### config.mk
export PLATFORM = sky130hd
export DESIGN_NAME = farjmp_guard
export DESIGN_NICKNAME = d
export VERILOG_FILES = /design/src/rtl/fj_pkg.sv /design/src/rtl/fj_sel_check.sv /design/src/rtl/fj_desc_decode.sv /design/src/rtl/farjmp_guard.sv
export SDC_FILE = /design/constraint.sdc
export NUM_CORES = 1
export LEC_CHECK = 0
export BUFFER_PORTS_ARGS = -buffer_cell sky130_fd_sc_hd__buf_2
export CAP_MARGIN = 20
export CORE_UTILIZATION = 59
export DETAILED_ROUTE_END_ITERATION = 8
export PLACE_DENSITY = 0.86
export SYNTH_ARGS = -nofsm -noshare
export SYNTH_HDL_FRONTEND = slang
export SYNTH_SLANG_ARGS = --single-unit
### constraint.sdc
create_clock -name clk -period 7.8 [get_ports clk]
set_input_delay 1.56 -clock clk [delete_from_list [all_inputs] [get_ports clk]]
set_output_delay 1.56 -clock clk [all_outputs]
set_load 0.05 [all_outputs]
### src/rtl/fj_pkg.sv
package fj_pkg;
    typedef enum logic [2:0] {K_BAD, K_CONF, K_NCONF, K_CGATE, K_TGATE, K_TSS} kind_e;
    typedef enum logic [1:0] {RES_LOAD = 2'd0, RES_TASK = 2'd1, RES_FAULT = 2'd2} res_e;
    typedef enum logic [1:0] {ST_IDLE, ST_RD1, ST_RD2} st_e;
    localparam logic [7:0] VEC_GP = 8'd13;
    localparam logic [7:0] VEC_NP = 8'd11;
endpackage

### src/rtl/fj_sel_check.sv
module fj_sel_check #(
    parameter int LIM_W = 16
) (
    input  logic [15:0]      sel_i,
    input  logic [LIM_W-1:0] gdt_lim_i,
    input  logic [LIM_W-1:0] ldt_lim_i,
    output logic             null_o,
    output logic             over_o
);
    logic [LIM_W-1:0] lim;
    logic [31:0]      last_byte;
    logic [1:0]       unused_rpl;

    assign unused_rpl = sel_i[1:0];
    assign lim        = sel_i[2] ? ldt_lim_i : gdt_lim_i;
    assign last_byte  = 32'({sel_i[15:3], 3'b111});
    assign null_o     = (sel_i[15:2] == 14'd0);
    assign over_o     = last_byte > 32'(lim);
endmodule

### src/rtl/fj_desc_decode.sv
module fj_desc_decode
    import fj_pkg::*;
#(
    parameter int OFF_W = 32
) (
    input  logic [63:0]      desc_i,
    input  logic [OFF_W-1:0] off_i,
    output kind_e            kind_o,
    output logic [1:0]       dpl_o,
    output logic             present_o,
    output logic             off_ok_o,
    output logic [15:0]      tgt_sel_o,
    output logic [31:0]      tgt_off_o
);
    logic        s_bit;
    logic [3:0]  typ;
    logic [19:0] raw_lim;
    logic [31:0] eff_lim;
    logic [10:0] unused_bits;

    assign unused_bits = {desc_i[39:32], desc_i[54:52]};
    assign s_bit       = desc_i[44];
    assign typ         = desc_i[43:40];
    assign dpl_o       = desc_i[46:45];
    assign present_o   = desc_i[47];
    assign raw_lim     = {desc_i[51:48], desc_i[15:0]};
    assign eff_lim     = desc_i[55] ? {raw_lim, 12'hFFF} : {12'h000, raw_lim};
    assign off_ok_o    = 32'(off_i) <= eff_lim;
    assign tgt_sel_o   = desc_i[31:16];
    assign tgt_off_o   = {desc_i[63:48], desc_i[15:0]};

    always_comb begin
        kind_o = K_BAD;
        if (s_bit) begin
            if (typ[3]) kind_o = typ[2] ? K_CONF : K_NCONF;
        end else begin
            unique case (typ)
                4'h4, 4'hC: kind_o = K_CGATE;
                4'h5:       kind_o = K_TGATE;
                4'h1, 4'h9: kind_o = K_TSS;
                default:    kind_o = K_BAD;
            endcase
        end
    end
endmodule

### src/rtl/farjmp_guard.sv
module farjmp_guard
    import fj_pkg::*;
#(
    parameter int OFF_W = 32,
    parameter int LIM_W = 16
) (
    input  logic             clk,
    input  logic             rst_n,
    input  logic             start_i,
    input  logic [15:0]      sel_i,
    input  logic [OFF_W-1:0] off_i,
    input  logic             op32_i,
    input  logic [1:0]       cpl_i,
    input  logic [LIM_W-1:0] gdt_lim_i,
    input  logic [LIM_W-1:0] ldt_lim_i,
    output logic             rd_req_o,
    output logic [15:0]      rd_sel_o,
    input  logic             rd_ack_i,
    input  logic [63:0]      rd_desc_i,
    output logic             done_o,
    output logic             busy_o,
    output logic [1:0]       res_o,
    output logic [15:0]      cs_sel_o,
    output logic [OFF_W-1:0] eip_o,
    output logic [15:0]      ts_sel_o,
    output logic [7:0]       vec_o,
    output logic [15:0]      err_o
);
    localparam int HALF_W = OFF_W / 2;

    typedef struct packed {
        st_e              st;
        logic [15:0]      sel;
        logic [15:0]      rsel;
        logic [OFF_W-1:0] off;
        logic             op32;
        logic [1:0]       cpl;
        logic [LIM_W-1:0] glim;
        logic [LIM_W-1:0] llim;
        kind_e            gkind;
        logic             done;
        res_e             res;
        logic [15:0]      cs;
        logic [OFF_W-1:0] eip;
        logic [15:0]      ts;
        logic [7:0]       vec;
        logic [15:0]      err;
    } walk_t;

    walk_t q, n;

    logic a_null, a_over, b_null, b_over;
    kind_e d_kind;
    logic [1:0] d_dpl;
    logic d_p, d_ok;
    logic [15:0] d_tsel;
    logic [31:0] d_toff;

    logic fin;
    res_e f_res;
    logic [7:0] f_vec;
    logic [15:0] f_err, f_cs, f_ts;
    logic [OFF_W-1:0] f_eip;
    logic [15:0] e_sel, r_sel, t_sel;
    logic code_priv_bad, gate_priv_bad, tgt_bad;

    // selector screening before any read: request selector and gate target
    fj_sel_check #(.LIM_W(LIM_W)) u_chk_a (
        .sel_i(sel_i), .gdt_lim_i(gdt_lim_i), .ldt_lim_i(ldt_lim_i),
        .null_o(a_null), .over_o(a_over)
    );
    fj_sel_check #(.LIM_W(LIM_W)) u_chk_b (
        .sel_i(d_tsel), .gdt_lim_i(q.glim), .ldt_lim_i(q.llim),
        .null_o(b_null), .over_o(b_over)
    );
    fj_desc_decode #(.OFF_W(OFF_W)) u_dec (
        .desc_i(rd_desc_i), .off_i(q.off), .kind_o(d_kind), .dpl_o(d_dpl),
        .present_o(d_p), .off_ok_o(d_ok), .tgt_sel_o(d_tsel), .tgt_off_o(d_toff)
    );

    always_comb begin
        n      = q;
        n.done = 1'b0;
        fin    = 1'b0;
        f_res  = RES_FAULT;
        f_vec  = VEC_GP;
        f_err  = '0;
        f_cs   = '0;
        f_eip  = '0;
        f_ts   = '0;
        e_sel  = {q.sel[15:2], 2'b00};
        r_sel  = {q.rsel[15:2], 2'b00};
        t_sel  = {d_tsel[15:2], 2'b00};
        gate_priv_bad = (d_dpl < q.cpl) || (d_dpl < q.sel[1:0]);
        code_priv_bad = (d_kind == K_CONF) ? (d_dpl > q.cpl)
                      : ((q.sel[1:0] > q.cpl) || (d_dpl != q.cpl));
        tgt_bad = !((d_kind == K_CONF) || (d_kind == K_NCONF))
                || ((d_kind == K_CONF) ? (d_dpl > q.cpl) : (d_dpl != q.cpl));

        unique case (q.st)
            ST_IDLE: begin
                if (start_i) begin
                    n.sel  = sel_i;
                    n.rsel = sel_i;
                    n.cpl  = cpl_i;
                    n.op32 = op32_i;
                    n.off  = op32_i ? off_i : {{HALF_W{1'b0}}, off_i[HALF_W-1:0]};
                    n.glim = gdt_lim_i;
                    n.llim = ldt_lim_i;
                    fin    = a_null || a_over;
                    f_err  = a_null ? 16'h0 : {sel_i[15:2], 2'b00};
                    if (!fin) n.st = ST_RD1;
                end
            end
            ST_RD1: begin
                if (rd_ack_i) begin
                    fin = 1'b1;
                    unique case (d_kind)
                        K_CONF, K_NCONF: begin
                            if (code_priv_bad)  f_err = e_sel;
                            else if (!d_p) begin f_vec = VEC_NP; f_err = e_sel; end
                            else if (!d_ok)     f_err = '0;
                            else begin
                                f_res = RES_LOAD;
                                f_cs  = {q.sel[15:2], q.cpl};
                                f_eip = q.off;
                            end
                        end
                        K_CGATE, K_TGATE: begin
                            if (gate_priv_bad)  f_err = e_sel;
                            else if (!d_p) begin f_vec = VEC_NP; f_err = e_sel; end
                            else if (d_kind == K_CGATE && b_null) f_err = '0;
                            else if (d_kind == K_TGATE && d_tsel[2]) f_err = t_sel;
                            else if (b_over)    f_err = t_sel;
                            else begin
                                fin     = 1'b0;
                                n.st    = ST_RD2;
                                n.rsel  = d_tsel;
                                n.gkind = d_kind;
                                if (d_kind == K_CGATE)
                                    n.off = q.op32 ? OFF_W'(d_toff)
                                                   : {{HALF_W{1'b0}}, d_toff[HALF_W-1:0]};
                            end
                        end
                        K_TSS: begin
                            if (gate_priv_bad)  f_err = e_sel;
                            else if (!d_p) begin f_vec = VEC_NP; f_err = e_sel; end
                            else begin f_res = RES_TASK; f_ts = q.sel; end
                        end
                        default: f_err = e_sel;
                    endcase
                end
            end
            ST_RD2: begin
                if (rd_ack_i) begin
                    fin = 1'b1;
                    if (q.gkind == K_CGATE) begin
                        if (tgt_bad)        f_err = r_sel;
                        else if (!d_p) begin f_vec = VEC_NP; f_err = r_sel; end
                        else if (!d_ok)     f_err = '0;
                        else begin
                            f_res = RES_LOAD;
                            f_cs  = {q.rsel[15:2], q.cpl};
                            f_eip = q.off;
                        end
                    end else begin
                        if (d_kind != K_TSS) f_err = r_sel;
                        else if (!d_p) begin f_vec = VEC_NP; f_err = r_sel; end
                        else begin f_res = RES_TASK; f_ts = q.rsel; end
                    end
                end
            end
            default: n.st = ST_IDLE;
        endcase

        if (fin) begin
            n.st   = ST_IDLE;
            n.done = 1'b1;
            n.res  = f_res;
            n.cs   = f_cs;
            n.eip  = f_eip;
            n.ts   = f_ts;
            n.vec  = (f_res == RES_FAULT) ? f_vec : 8'h0;
            n.err  = (f_res == RES_FAULT) ? f_err : 16'h0;
        end
    end

    always_ff @(posedge clk or negedge rst_n) begin
        if (!rst_n) begin
            q       <= '0;
            q.st    <= ST_IDLE;
            q.gkind <= K_BAD;
            q.res   <= RES_LOAD;
        end else begin
            q <= n;
        end
    end

    assign rd_req_o = (q.st != ST_IDLE);
    assign busy_o   = (q.st != ST_IDLE);
    assign rd_sel_o = q.rsel;
    assign done_o   = q.done;
    assign res_o    = q.res;
    assign cs_sel_o = q.cs;
    assign eip_o    = q.eip;
    assign ts_sel_o = q.ts;
    assign vec_o    = q.vec;
    assign err_o    = q.err;

    // a pending read keeps its request and selector until acknowledged
    assert_req_hold_R4: assert property (@(posedge clk) disable iff (!rst_n)
        rd_req_o && !rd_ack_i |=> rd_req_o && $stable(rd_sel_o));
    // completion pulse lasts one cycle
    assert_done_pulse_R4: assert property (@(posedge clk) disable iff (!rst_n)
        done_o |=> !done_o);
    // a null selector finishes without issuing a read
    assert_null_noread_R2: assert property (@(posedge clk) disable iff (!rst_n)
        start_i && !busy_o && (sel_i[15:2] == 14'd0) |=> done_o && !rd_req_o);
    // a code load never yields a null selector
    assert_load_nonnull_R10: assert property (@(posedge clk) disable iff (!rst_n)
        done_o && res_o == RES_LOAD |-> cs_sel_o[15:2] != 14'd0);
    // short operand size never produces a wide offset
    assert_short_off_R9: assert property (@(posedge clk) disable iff (!rst_n)
        done_o && res_o == RES_LOAD && !q.op32 |-> eip_o[OFF_W-1:HALF_W] == '0);
    // every fault carries one of the two vectors
    assert_fault_vec_R8: assert property (@(posedge clk) disable iff (!rst_n)
        done_o && res_o == RES_FAULT |-> (vec_o == VEC_GP) || (vec_o == VEC_NP));
endmodule

; After elaboration in Yosys (flattened, before gate mapping)
; Cells that the tools add are included.
[op_classes]
addsub = 0
mul = 0
div = 0
magnitude_cmp = 7
eq_ne = 35
n_shift = 0
mux = 113
bitwise_logic = 4
n_reduce_logical = 23
[ops]
columns = operator, count
row1 = 2-to-1 mux 16 bit, 37
row2 = 2-to-1 mux 32 bit, 12
row3 = 2-to-1 mux 48 bit, 7
row4 = 2-to-1 mux 101 bit, 1
row5 = case mux 16 bit (3 select lines), 2
row6 = case mux 48 bit (2 select lines), 1
row7 = 2-to-1 mux 91 bit, 1
row8 = case mux 16 bit (2 select lines), 2
row9 = case mux 32 bit (2 select lines), 1
row10 = 2-to-1 mux 8 bit, 7
row11 = 2-to-1 mux 2 bit, 20
row12 = greater-than comparator 16 bit, 2
row13 = less-or-equal comparator 32 bit, 1
row14 = case mux 8 bit (2 select lines), 2
row15 = zero test 14 bit, 2
row16 = != test 3 bit (second input constant), 9
row17 = AND reduction 10 bit, 2
row18 = != test 2 bit (second input constant), 9
row19 = 2-to-1 mux 3 bit, 4
row20 = 2-to-1 mux 1 bit, 11
row21 = == test 3 x 2 -> 1 bit (second input constant), 3
row22 = case mux 3 bit (3 select lines), 1
row23 = AND reduction 9 bit, 1
row24 = == test 4 x 3 -> 1 bit (second input constant), 2
row25 = other kinds (24), 42
[word_totals]
regBits = 195
latchBits = 0
ram_bits = 0
mem_bits_ro = 0
inputBits = 151
output_inout_bits = 109
word_cells = 198
mem_count = 0

; Logic depth before layout (Yosys ltp)
; Gate-level depths: netlist (run 1).
[logic_depth]
depth_word = 15
ltp_mapped = 15
depth_no_buf = 10

; By module
; From an unflattened synthesis (run 1), not the netlist that was laid out.
[unflattened]
cells_unflattened = 1172
area_unflattened_um2 = 11536.1
[by_module_without_submodules]
columns = module, n_inst, cells_per_inst, area_each_um2
row1 = farjmp_guard, 1, 874, 9216.3
row2 = fj_desc_decode, 1, 180, 1338.8
row3 = fj_sel_check, 2, 59, 490.5

; Worst setup path before layout (run 1)
; No wires, ideal clock.
[synth_timing]
kind = input to register
start = input port rd_desc_i[18]
end = register q, in the netlist cs_sel_o[0]
setup_time_ns = 0.121
arrival_ns = 4.544
t_required_ns = 7.679
setup_slack_ns = 3.136
stages = 15
path_buffers = 6
path_cell_list = buf_2 buf_1 mux2i_1 ha_1 nand3_1 o21bai_1 a311oi_2 o21ai_2 a311o_1 buf_2 and2_4 buf_6 buf_6 buf_6 a22o_1
[synth_via]
elab_chain_len = 10
elab_cells_between_ends = 13
cone_classes = order compare: 1 / mux: 9 / reduce/logical: 3
[synth_lines]
columns = element, line
row1 = from (decl), farjmp_guard.sv:19  ; input logic [63:0] rd_desc_i,
row2 = 2-to-1 mux 16 bit, fj_sel_check.sv:15  ; assign lim = sel_i[2] ? ldt_lim_i : gdt_lim_i;
row3 = greater-than comparator 16 bit, fj_sel_check.sv:18  ; assign over_o = last_byte > 32'(lim);
row4 = 2-to-1 mux 1 bit, farjmp_guard.sv:134  ; else if (b_over) f_err = t_sel;
row5 = 2-to-1 mux 1 bit, farjmp_guard.sv:133  ; else if (d_kind == K_TGATE && d_tsel[2]) f_err = t_sel;
row6 = 2-to-1 mux 1 bit *, farjmp_guard.sv:132  ; else if (d_kind == K_CGATE && b_null) f_err = '0;
row7 = 2-to-1 mux 1 bit *, farjmp_guard.sv:131  ; else if (!d_p) begin f_vec = VEC_NP; f_err = e_sel; end
row8 = 2-to-1 mux 1 bit *, farjmp_guard.sv:130  ; if (gate_priv_bad) f_err = e_sel;
row9 = 2-to-1 mux 1 bit *, farjmp_guard.sv:118  ; unique case (d_kind)
row10 = 2-to-1 mux 1 bit *, farjmp_guard.sv:116  ; if (rd_ack_i) begin
row11 = case mux 1 bit (3 select lines) *, farjmp_guard.sv:100  ; unique case (q.st)
row12 = to (signal assigned), farjmp_guard.sv:195  ; q <= n;
row13 = to (decl), farjmp_guard.sv:50  ; walk_t q, n;
; Mark *: on every way between the ends. The rest lies on a longest branch, timed or not.
; A chain may end at the register's enable or synchronous reset.

; Final worst setup path (run 1)
[layout_timing]
start = input port sel_i[2]
end = register q, in the netlist vec_o[1]
[layout_via]
elab_chain_len = 5
elab_cells_between_ends = 6
cone_classes = order compare: 1 / mux: 3 / reduce/logical: 2
[layout_lines]
columns = element, line
row1 = from (decl), farjmp_guard.sv:10  ; input logic [15:0] sel_i,
row2 = 2-to-1 mux 16 bit, fj_sel_check.sv:15
row3 = greater-than comparator 16 bit, fj_sel_check.sv:18
row4 = logical OR 1 bit *, farjmp_guard.sv:110  ; fin = a_null || a_over;
row5 = 2-to-1 mux 1 bit *, farjmp_guard.sv:102  ; if (start_i) begin
row6 = case mux 1 bit (3 select lines) *, farjmp_guard.sv:100
row7 = net fin, farjmp_guard.sv:59  ; logic fin;
; The timed path passes the listed nets; every way through them passes the cells marked *.

==> results.toml, run 1 <==
[status]
outcome = "completed"

[cells_and_area]
areaGrowthSynthToFinish_pct = 10.4
nets = 1479
fillCellCount = 1469
final_core_util_pct = 66.8
fin_cells = 1534
drive_gt1_share_pct = 28.2

[logic_synthesis]
synth_edf_count = 0
yosys.area.top_type = "dfrtp_1"
async_reset_ff_share_pct = 100
ys_warn_count = 0
synth-seq-cells = 188
synth_top_area_share_pct = 41.3
ys_types = 72
synth_area_leaders = "dfrtp_1 41%, a22o_1 8.4%, ha_1 7.5%"
netlist_instances = 1155
yosysSeqAreaShare_pct = 41.3
synth_ff_type = "dfrtp_1"
syn_area_mm2 = 0.0114
syn_area_per_cell_um2 = 9.86

[timing]
hold_viol = 0
slew_viol_final = 0
setup_slack_ns = 2.33
fin_tns_setup_ns = 0
tightest_slew_ns = 1.07
period_minus_slack_ns = 5.47
fmax_mhz = 183
slew-limit-headroom_pct = 28.1
rsz0062_at_grt = "no"
hold_ws_ns = 0.469
finalClockSkew_ns = 0.0137
finalSetupViolCount = 0
post-route-period-util_pct = 70.1

[die]
dieArea_mm2 = 0.0199
start_util_pct = 60.5
ios = 260
core-area_mm2 = 0.0188
die_y_um = 141
die_w_um = 141
placementRows = 50

[hold_path]
hold_class = "flop to flop"

[routing]
route.detailed.wl_per_inst_um = 20.1
via_count = 9457
dr.pass1.iters = 5
antenna_left = 0
vias_per_cell = 6.16
wl_mm = 30.8
drt_iter0_markers = 777
drc = 0

[setup_path]
cp-start-kind = "input port"
crit_type = "input port to flop"
cp_max_fo = 67
crit_slowest_cell = "and2_4"
crit_arrival_ns = 5.78
crit_required_ns = 8.11
crit_family = "compound AO/OA/AOI/OAI gates"
cp_slowest_stage_delay_ns = 0.78
worstPathCellList = "buf_2 > mux2i_1 > ha_1 > and3_1 > a221o_1 > a21o_1 > o32ai_1 > o31a_1 > buf_4 > and2_4 > inv_2 > mux2_1"
rrSetupSlack_ns = 3.84
endpoint_kind = "flop"
critPathBufInv = 3

[power]
sequentialPowerShare_pct = 37.5
switchingPower_uw = 1730
p_clk_share_pct = 22.1
leakagePower_uw = 0.00653
switching_share_pct = 42.7
powerDensity_mw_per_mm2 = 323
vdd_drop_max_uv = 200
intPower_uw = 2330
combPwrFrac_pct = 40.4

[cts]
cts-root-buf = "clkbuf_16"
path_clk_slew_ns = 0.06
clk_path_buf_depth = 2
clkLatencyLatePin_ns = 0.44
cts_resized = 0
cts_hold_repair.buffers = 0
h-tree-depth = 4
postCtsSetupBuffers = 0
cts_tree = "yes"
clock_sinks = 188
cts_buffers = 17

[place]
dp_cells = 1500
pre_cts_ws_ns = 1.92
portBuffers = 245
hpwl_mm = 21.9
gp_congestion = 0.932

[global_routing]
grt_pass1_vias = 8931
grt_max_degree = 112
grt_pass1_wl_mm = 47.6
antenna_found_initial = 3
grt_usage_pct = 31.2
gr-total-overflow = 0

[flow_run]
drv_cap = 0
-- path summary, 6_finish.rpt --
kind	from	to	cells past startpoint
setup / recovery	sel_i[2]	vec_o[1]$_DFFE_PN0P_	12
hold / removal	q[128]$_DFFE_PN0P_	q[128]$_DFFE_PN0P_	2
setup reg to reg	q[107]$_DFFE_PN0P_	vec_o[1]$_DFFE_PN0P_	11
hold reg to reg	q[128]$_DFFE_PN0P_	q[128]$_DFFE_PN0P_	2
max in group asynchronous	rst_n	q[130]$_DFFE_PN0P_	3
min in group asynchronous	rst_n	q[119]$_DFFE_PN0P_	1
-- tightest hold or removal path, cell delays in order, from the launching register on --
cell	delay (ns)
dfrtp_1	0.34
nand2_1	0.05
nand2_1	0.05
-- kinds of logic (layout without fill, tap and decap cells) --
| group | count (synthesis) | after routing | share of synthesized area (%) |
|---|---|---|---|
| flip-flops | 188 | 188 | 41.3 |
| AO/OA/AOI/OAI | 282 | 282 | 19.5 |
| adder cells (fa/ha/maj) | 68 | 68 | 7.47 |
| multiplexers | 86 | 86 | 8.13 |
| AND/OR/NAND/NOR | 327 | 327 | 12.8 |
| other | 1 | 9 | 0.0329 |
| buffers and inverters | 203 | 314 | 10.8 |
-- layer usage --
layer | vias to the layer above | global-route usage [%] | share of wire, %
li1 | 4311 | - | -
met2 | 513 | 47.3 | 45
met4 | 2 | 12.5 | 3.1
met1 | 4538 | 42.6 | 42
met5 | - | 0 | 0.042
met3 | 93 | 8.46 | 9.9
-- Yosys cell counts, types with 10 or more instances --
cell type,instances
nand2_1,194
dfrtp_1,188
a22o_1,109
buf_4,108
ha_1,68
mux2_2,51
clkbuf_1,46
nand3_1,45
mux2i_1,34
nor2_1,31
a21oi_1,29
o31ai_1,27
o21ai_0,26
inv_1,24
a22oi_1,19
a221oi_1,11
buf_2,10
-- layout by cell type (no fill, tap or decap), types with 11 or more instances in the layout --
cell type and n:
a21oi_1 29, a221oi_1 11, a22o_1 109, a22oi_1 19, buf_2 244, buf_4 12, clkbuf_16 17, dfrtp_1 188
ha_1 68, inv_1 24, mux2_2 51, mux2i_1 34, nand2_1 194, nand3_1 45, nor2_1 29, o21ai_0 26
o31ai_1 27
-- power by group through the flow --
| stage | combinational [uW] | clock, uW | sequential [uW] |
|---|---|---|---|
| 3_5_place_dp | 1610 | 0 | 1530 |
| 4_1_cts | 1630 | 905 | 1510 |
| 6_report | 1640 | 896 | 1520 |
| 2_1_floorplan | 1350 | 0 | 1440 |
| 3_3_place_gp | 1570 | 0 | 1510 |
| 5_1_grt | 1780 | 941 | 1550 |
-- stage by stage --
stage | power (uW) | area, um2
after floorplan | 2790 | 11400
after global placement | 3070 | 11900
after detailed placement | 3140 | 11900
after CTS | 4040 | 12500
after global routing | 4270 | 12600
final | 4060 | 12600
-- layout make-up --
type | instances | area (um2) | share of cell area, %
Antenna cell | 3 | 7.51 | 0.0597
Clock buffer | 19 | 433 | 3.44
Clock inverter | 11 | 163 | 1.29
Inverter | 26 | 97.6 | 0.776
Multi-Input combinational cell | 769 | 5490 | 43.7
Sequential cell | 188 | 4700 | 37.4
Tap cell | 260 | 325 | 2.59
Timing Repair Buffer | 258 | 1350 | 10.8
-- state kept, by name, indices dropped and copies added, names as in the netlist --
register,cells
e_sel,14
vec_o,3
done_o,1
q,74
err_o,14
rd_sel_o,16
eip_o,32
cs_sel_o,16
res_o,2
ts_sel_o,16
No activity file was read; power rests on OpenSTA's default activity.
==> run 2, diff against run 1 <==
- CORE_UTILIZATION: 59 -> 55
- PLACE_DENSITY: 0.86 -> 0.81
- clock period: 7.8 -> 5.22 ns (I/O delays scaled with it)
==> run 2 against run 1 <==
Hold slack barely moved. Clock-buffer cell count fell by 1. First-iteration DRC count rose by 9.7%. Setup slack got worse by 1.2 ns. Power rose by 49%. Cell count rose by 1.2%. Flip-flop and latch count did not move. Sequential share of layout area fell by 0.14 points. Critical path type unchanged. Highest routed layer unchanged.
==> results.toml, run 2 (same netlist as run 1, synthesis figures left out) <==
[power]
switchingPower_uw = 2610
leakagePower_uw = 0.00655
powerDensity_mw_per_mm2 = 479
vdd_drop_max_uv = 277
combPwrFrac_pct = 40.6
switching_share_pct = 43.0
sequentialPowerShare_pct = 37.6
p_clk_share_pct = 21.8
intPower_uw = 3450

[timing]
slew-limit-headroom_pct = 34.4
period_minus_slack_ns = 4.07
finalSetupViolCount = 0
tightest_slew_ns = 0.984
setup_slack_ns = 1.15
rsz0062_at_grt = "no"
post-route-period-util_pct = 78.1
hold_ws_ns = 0.468
finalClockSkew_ns = 0.0147
hold_viol = 0
slew_viol_final = 0
fmax_mhz = 245
fin_tns_setup_ns = 0

[hold_path]
hold_class = "flop to flop"

[global_routing]
grt_pass1_vias = 9141
gr-total-overflow = 0
grt_pass1_wl_mm = 49.4
grt_usage_pct = 29.7
antenna_found_initial = 7
grt_max_degree = 98

[cells_and_area]
final_cell_mix = "244 x buf_2, 194 x nand2_1, 188 x dfrtp_1, 109 x a22o_1, 68 x ha_1"
largest_reg_flops = 74
fillCellCount = 1690
drive_gt1_share_pct = 28.6
nets = 1484
areaGrowthSynthToFinish_pct = 10.8
regMostFlops = "q"
final_common_cell = "buf_2"
fin_cells = 1553

[routing]
drc = 0
vias_per_cell = 6.08
wl_mm = 31.1
dr.pass1.iters = 5
via_count = 9440
antenna_left = 0
drt_iter0_markers = 852
route.detailed.wl_per_inst_um = 20.0

[die]
placementRows = 52
dieArea_mm2 = 0.0213
die_w_um = 146
die_y_um = 146
core-area_mm2 = 0.0203
start_util_pct = 56.1
ios = 260

[place]
hpwl_mm = 22.6
pre_cts_ws_ns = 0.760
dp_cells = 1516
portBuffers = 245
gp_congestion = 0.930

[status]
outcome = "completed"

[cts]
postCtsSetupBuffers = 0
cts_tree = "yes"
clock_sinks = 188
h-tree-depth = 4
cts_resized = 0
clk_path_buf_depth = 2
cts_hold_repair.buffers = 0
cts-root-buf = "clkbuf_16"
cts_buffers = 17
clkLatencyLatePin_ns = 0.43
path_clk_slew_ns = 0.06

[setup_path]
cp_max_fo = 26
crit_required_ns = 5.52
endpoint_kind = "flop"
crit_arrival_ns = 4.38
cp-start-kind = "input port"
crit_type = "input port to flop"

[flow_run]
drv_cap = 0
==> run 2: cell types whose count changed in the layout (fill, tap and decap cells not counted), moves of 2 or more <==
| cell | previous run | this run |
|---|---|---|
| buf_12 | 0 | 2 |
| clkinv_4 | 3 | 1 |
| diode_2 | 3 | 6 |
| clkinv_2 | 0 | 2 |
| inv_6 | 1 | 4 |
| buf_4 | 12 | 16 |
==> run 2: worst paths after layout <==
kind                                    startpoint                     to  slack (ns)  depth (start not counted)
worst max-delay path                 rd_desc_i[18]   vec_o[1]$_DFFE_PN0P_        1.15                         12
worst min-delay path            q[128]$_DFFE_PN0P_     q[128]$_DFFE_PN0P_        0.47                          2
worst max register to register  q[107]$_DFFE_PN0P_   vec_o[1]$_DFFE_PN0P_        1.94                         11
worst min register to register  q[128]$_DFFE_PN0P_     q[128]$_DFFE_PN0P_        0.47                          2
max in group asynchronous                    rst_n  e_sel[10]$_DFFE_PN0P_        3.53                          2
min in group asynchronous                    rst_n  eip_o[21]$_DFFE_PN0P_        0.67                          1
==> run 2: routing by layer <==
metal	part of all wire [%]	track usage [%]	vias to the layer above	routed length (um)
met5	0.042	0	-	13
met3	8.3	6.74	53	2580
met2	45	43.9	471	14000
met4	2.2	10.1	2	683
li1	-	-	4320	-
met1	45	42.9	4594	13800
==> run 2: power by group through the flow <==
stage / registers (uW) / clock network (uW) / logic (uW)
final: 2280 / 1320 / 2460
after global routing: 2320 / 1400 / 2690
after CTS: 2260 / 1340 / 2450
after detailed placement: 2280 / 0 / 2430
after global placement: 2260 / 0 / 2350
after floorplan: 2140 / 0 / 2020
==> run 2: worst max-delay path, cell delays in order <==
cell and delay, ns:
buf_2 0.44, mux2i_1 0.35, ha_1 0.30, nand4_1 0.18, inv_1 0.06, a221o_1 0.36, o21ai_2 0.27, a311o_1 0.22
buf_4 0.24, and2_4 0.44, inv_2 0.13, mux2_1 0.33
==> run 2: metrics by stage <==
stage                     instance area (um2)  utilization [%]  power [uW]
after global routing                    12600             62.2        6410
after global placement                  12000             59.2        4610
after CTS                               12600             62.1        6040
after floorplan                         11400                -        4170
after detailed placement                12000             59.2        4710
final                                   12600             62.2        6050
==> run 2: cell type report <==
class | count | area (um2) | share of cell area, %
Multi-Input combinational cell | 769 | 5490 | 43.5
Inverter | 26 | 97.6 | 0.773
Timing Repair Buffer | 263 | 1390 | 11.0
Tap cell | 270 | 338 | 2.68
Sequential cell | 188 | 4700 | 37.3
Clock buffer | 18 | 429 | 3.40
Clock inverter | 13 | 155 | 1.23
Antenna cell | 6 | 15.0 | 0.119
==> run 3, diff against run 2 <==
- ABC_AREA: unset -> 1
- CORE_UTILIZATION: 55 -> 51
- PLACE_DENSITY: 0.81 -> 0.78
- clock period: 5.22 -> 3.5 ns (I/O delays scaled with it)
==> run 3 against run 2 <==
Synthesized cell count rose by 52%. Largest power group unchanged. Critical path type unchanged. Setup slack got worse by 0.73 ns. Clock-buffer cell count shrank 1. First-iteration DRC count rose by 33%.
==> results.toml, run 3 <==
[status]
outcome = "completed"

[setup_path]
rrSetupSlack_ns = 0.77
reg2reg_to = "eip_o[29]$_DFFE_PN0P_"
reg2reg_depth = 15
crit_type = "input port to flop"
crit_arrival_ns = 3.41
cp-start-kind = "input port"
r2r-start = "q[107]$_DFFE_PN0P_"
crit_family = "simple AND/OR/NAND/NOR gates"
critPathBufInv = 3
critPathMostFrequentCell = "nand2_1"
endpoint_kind = "flop"
cp_max_fo = 30
crit_required_ns = 3.83
worstPathCellList = "buf_2 > mux2i_1 > ha_1 > a21oi_1 > o21ai_0 > nor2_1 > nand2_1 > nand2_1 > nand3_1 > nand2_1 > nand3_1 > nand2_4 > buf_4 > nand2_1 > o21ai_0 > inv_1"
crit_slowest_cell = "buf_2"
cp_slowest_stage_delay_ns = 0.37

[power]
intPower_uw = 5440
p_clk_share_pct = 18.2
switchingPower_uw = 5500
leakagePower_uw = 0.00769
switching_share_pct = 50.3
vdd_drop_max_uv = 444
combPwrFrac_pct = 49.7
powerDensity_mw_per_mm2 = 793
sequentialPowerShare_pct = 32.0

[logic_synthesis]
synth_xor_area_share_pct = 0
synth_compound_area_share_pct = 11.1
synthMuxAreaShare_pct = 0.971
synthTopCellsByCount = "622 x nand2_1, 188 x dfrtp_1, 187 x inv_1"
ys_types = 38
synth_fa_ha_area_share_pct = 6.88
async_reset_ff_share_pct = 100
ys_warn_count = 0
syn_area_mm2 = 0.0124
yosys.area.top_type = "dfrtp_1"
synth_top_area_share_pct = 38.0
yosysSeqAreaShare_pct = 38.0
synth_most_common_cell = "nand2_1"
post_synth_and_or_nand_nor_area_fraction_pct = 27.8
synth_ff_type = "dfrtp_1"
syn_area_per_cell_um2 = 7.03
synth_area_leaders = "dfrtp_1 38%, nand2_1 19%, o21ai_0 7.2%"
synth_edf_count = 0
synth-seq-cells = 188
synth_top_family_by_area = "simple AND/OR/NAND/NOR gates"
netlist_instances = 1759

[routing]
vias_per_cell = 5.29
dr.pass1.iters = 8
via_count = 11600
drc = 0
route.detailed.wl_per_inst_um = 16.2
wl_mm = 35.5
antenna_left = 0
drt_iter0_markers = 1134

[timing]
tightest_slew_ns = 0.861
setup_slack_ns = 0.416
rsz0062_at_grt = "no"
post-route-period-util_pct = 88.1
fmax_mhz = 324
finalSetupViolCount = 0
slew_viol_final = 0
hold_viol = 0
fin_tns_setup_ns = 0
finalClockSkew_ns = 0.0221
slew-limit-headroom_pct = 42.6
period_minus_slack_ns = 3.08

[cts]
cts_buffers = 17
cts_hold_repair.buffers = 0
clock_sinks = 188
postCtsSetupBuffers = 0
clkLatencyLatePin_ns = 0.45
h-tree-depth = 4
cts-root-buf = "clkbuf_16"
cts_resized = 0
cts_tree = "yes"
clk_path_buf_depth = 2
path_clk_slew_ns = 0.08

[place]
portBuffers = 245
pre_cts_ws_ns = -0.0000739
gp_congestion = 0.956
dp_cells = 2162
hpwl_mm = 26.6
dpl-instance-area_mm2 = 0.0132

[cells_and_area]
final_common_cell = "nand2_1"
regMostFlops = "q"
drive_gt1_share_pct = 17.0
final_cell_mix = "620 x nand2_1, 244 x buf_2, 188 x dfrtp_1, 187 x inv_1, 178 x o21ai_0"
largest_reg_flops = 74
nets = 2081
fin_cells = 2198
areaGrowthSynthToFinish_pct = 11.4
final_cell_area_mm2 = 0.0138

[die]
start_util_pct = 52.4
die_y_um = 158
ios = 260
placementRows = 56
core-area_mm2 = 0.0236
die_w_um = 158
dieArea_mm2 = 0.0249

[global_routing]
grt_usage_pct = 29.3
grt_pass1_wl_mm = 56.2
grt_max_degree = 95
gr-total-overflow = 0
antenna_found_initial = 3
grt_pass1_vias = 10700

[flow_run]
drv_cap = 0

[hold_path]
hold_class = "input port to async pin"
## run 3: cell types whose count changed in the layout (fill, tap and decap cells not counted), sizes merged, moves of 22 or more
cell   before  now
nand3      45  104
o21ai      29  190
mux2       52    0
nor2       32   82
mux2i      34   12
nand2     194  622
inv        32  198
o31ai      35    1
o22ai       1   28
a22o      109    0
## run 3: how the worst max path moves through the flow
| stage | startpoint | to | slack, ns | cells after the start |
|---|---|---|---|---|
| global placement | rd_desc_i[18] | eip_o[23]$_DFFE_PN0P_ | 0.05 | 16 |
| CTS | rd_desc_i[18] | eip_o[29]$_DFFE_PN0P_ | 0.41 | 16 |
| detailed placement | rd_desc_i[18] | eip_o[29]$_DFFE_PN0P_ | -0.00007 | 16 |
| floorplan | rd_desc_i[18] | err_o[10]$_DFFE_PN0P_ | 0.32 | 20 |
| finish | rd_desc_i[18] | eip_o[29]$_DFFE_PN0P_ | 0.42 | 16 |
| global route | rd_desc_i[18] | eip_o[24]$_DFFE_PN0P_ | 0.15 | 16 |
## run 3: logic make-up after synthesis
group	count (synthesis)
compound gates	260
simple gates	846
mux	12
other cells	1
flops	188
buf+inv	384
fa+ha+maj	68
## run 3: area by class of cell
| type | count | area, um2 |
|---|---|---|
| Antenna cell | 4 | 10.0 |
| Clock buffer | 17 | 425 |
| Clock inverter | 15 | 188 |
| Fill cell | 2276 | 9830 |
| Inverter | 193 | 724 |
| Multi-Input combinational cell | 1192 | 5810 |
| Sequential cell | 188 | 4700 |
| Tap cell | 319 | 399 |
| Timing Repair Buffer | 270 | 1520 |
## run 3: routing by layer
layer  vias up  share of wire [%]  global-route usage (%)  wire length [um]
li1       5680                  -                       -                 -
met1      5304                 46                    43.3             16200
met2       576                 43                    43.1             15200
met3        71                9.2                    5.06              3270
met4         0                2.4                    9.62               839
met5         -                  0                       0                 0
## run 3: power by group through the flow
stage	clock network, uW	logic [uW]	registers (uW)
final	1990	5440	3500
after global routing	2090	6070	3580
after floorplan	0	4300	3280
after global placement	0	5250	3480
after detailed placement	0	5360	3510
after CTS	2020	5400	3480
## run 3: through the flow
stage / hold slack [ns] / utilization (%) / power, uW
2_1_floorplan: 0.404 / - / 7580
3_3_place_gp: 0.460 / 55.7 / 8730
3_5_place_dp: 0.460 / 55.7 / 8870
4_1_cts: 0.346 / 58.3 / 10900
5_1_grt: 0.380 / 58.4 / 11700
6_report: 0.289 / 58.4 / 10900
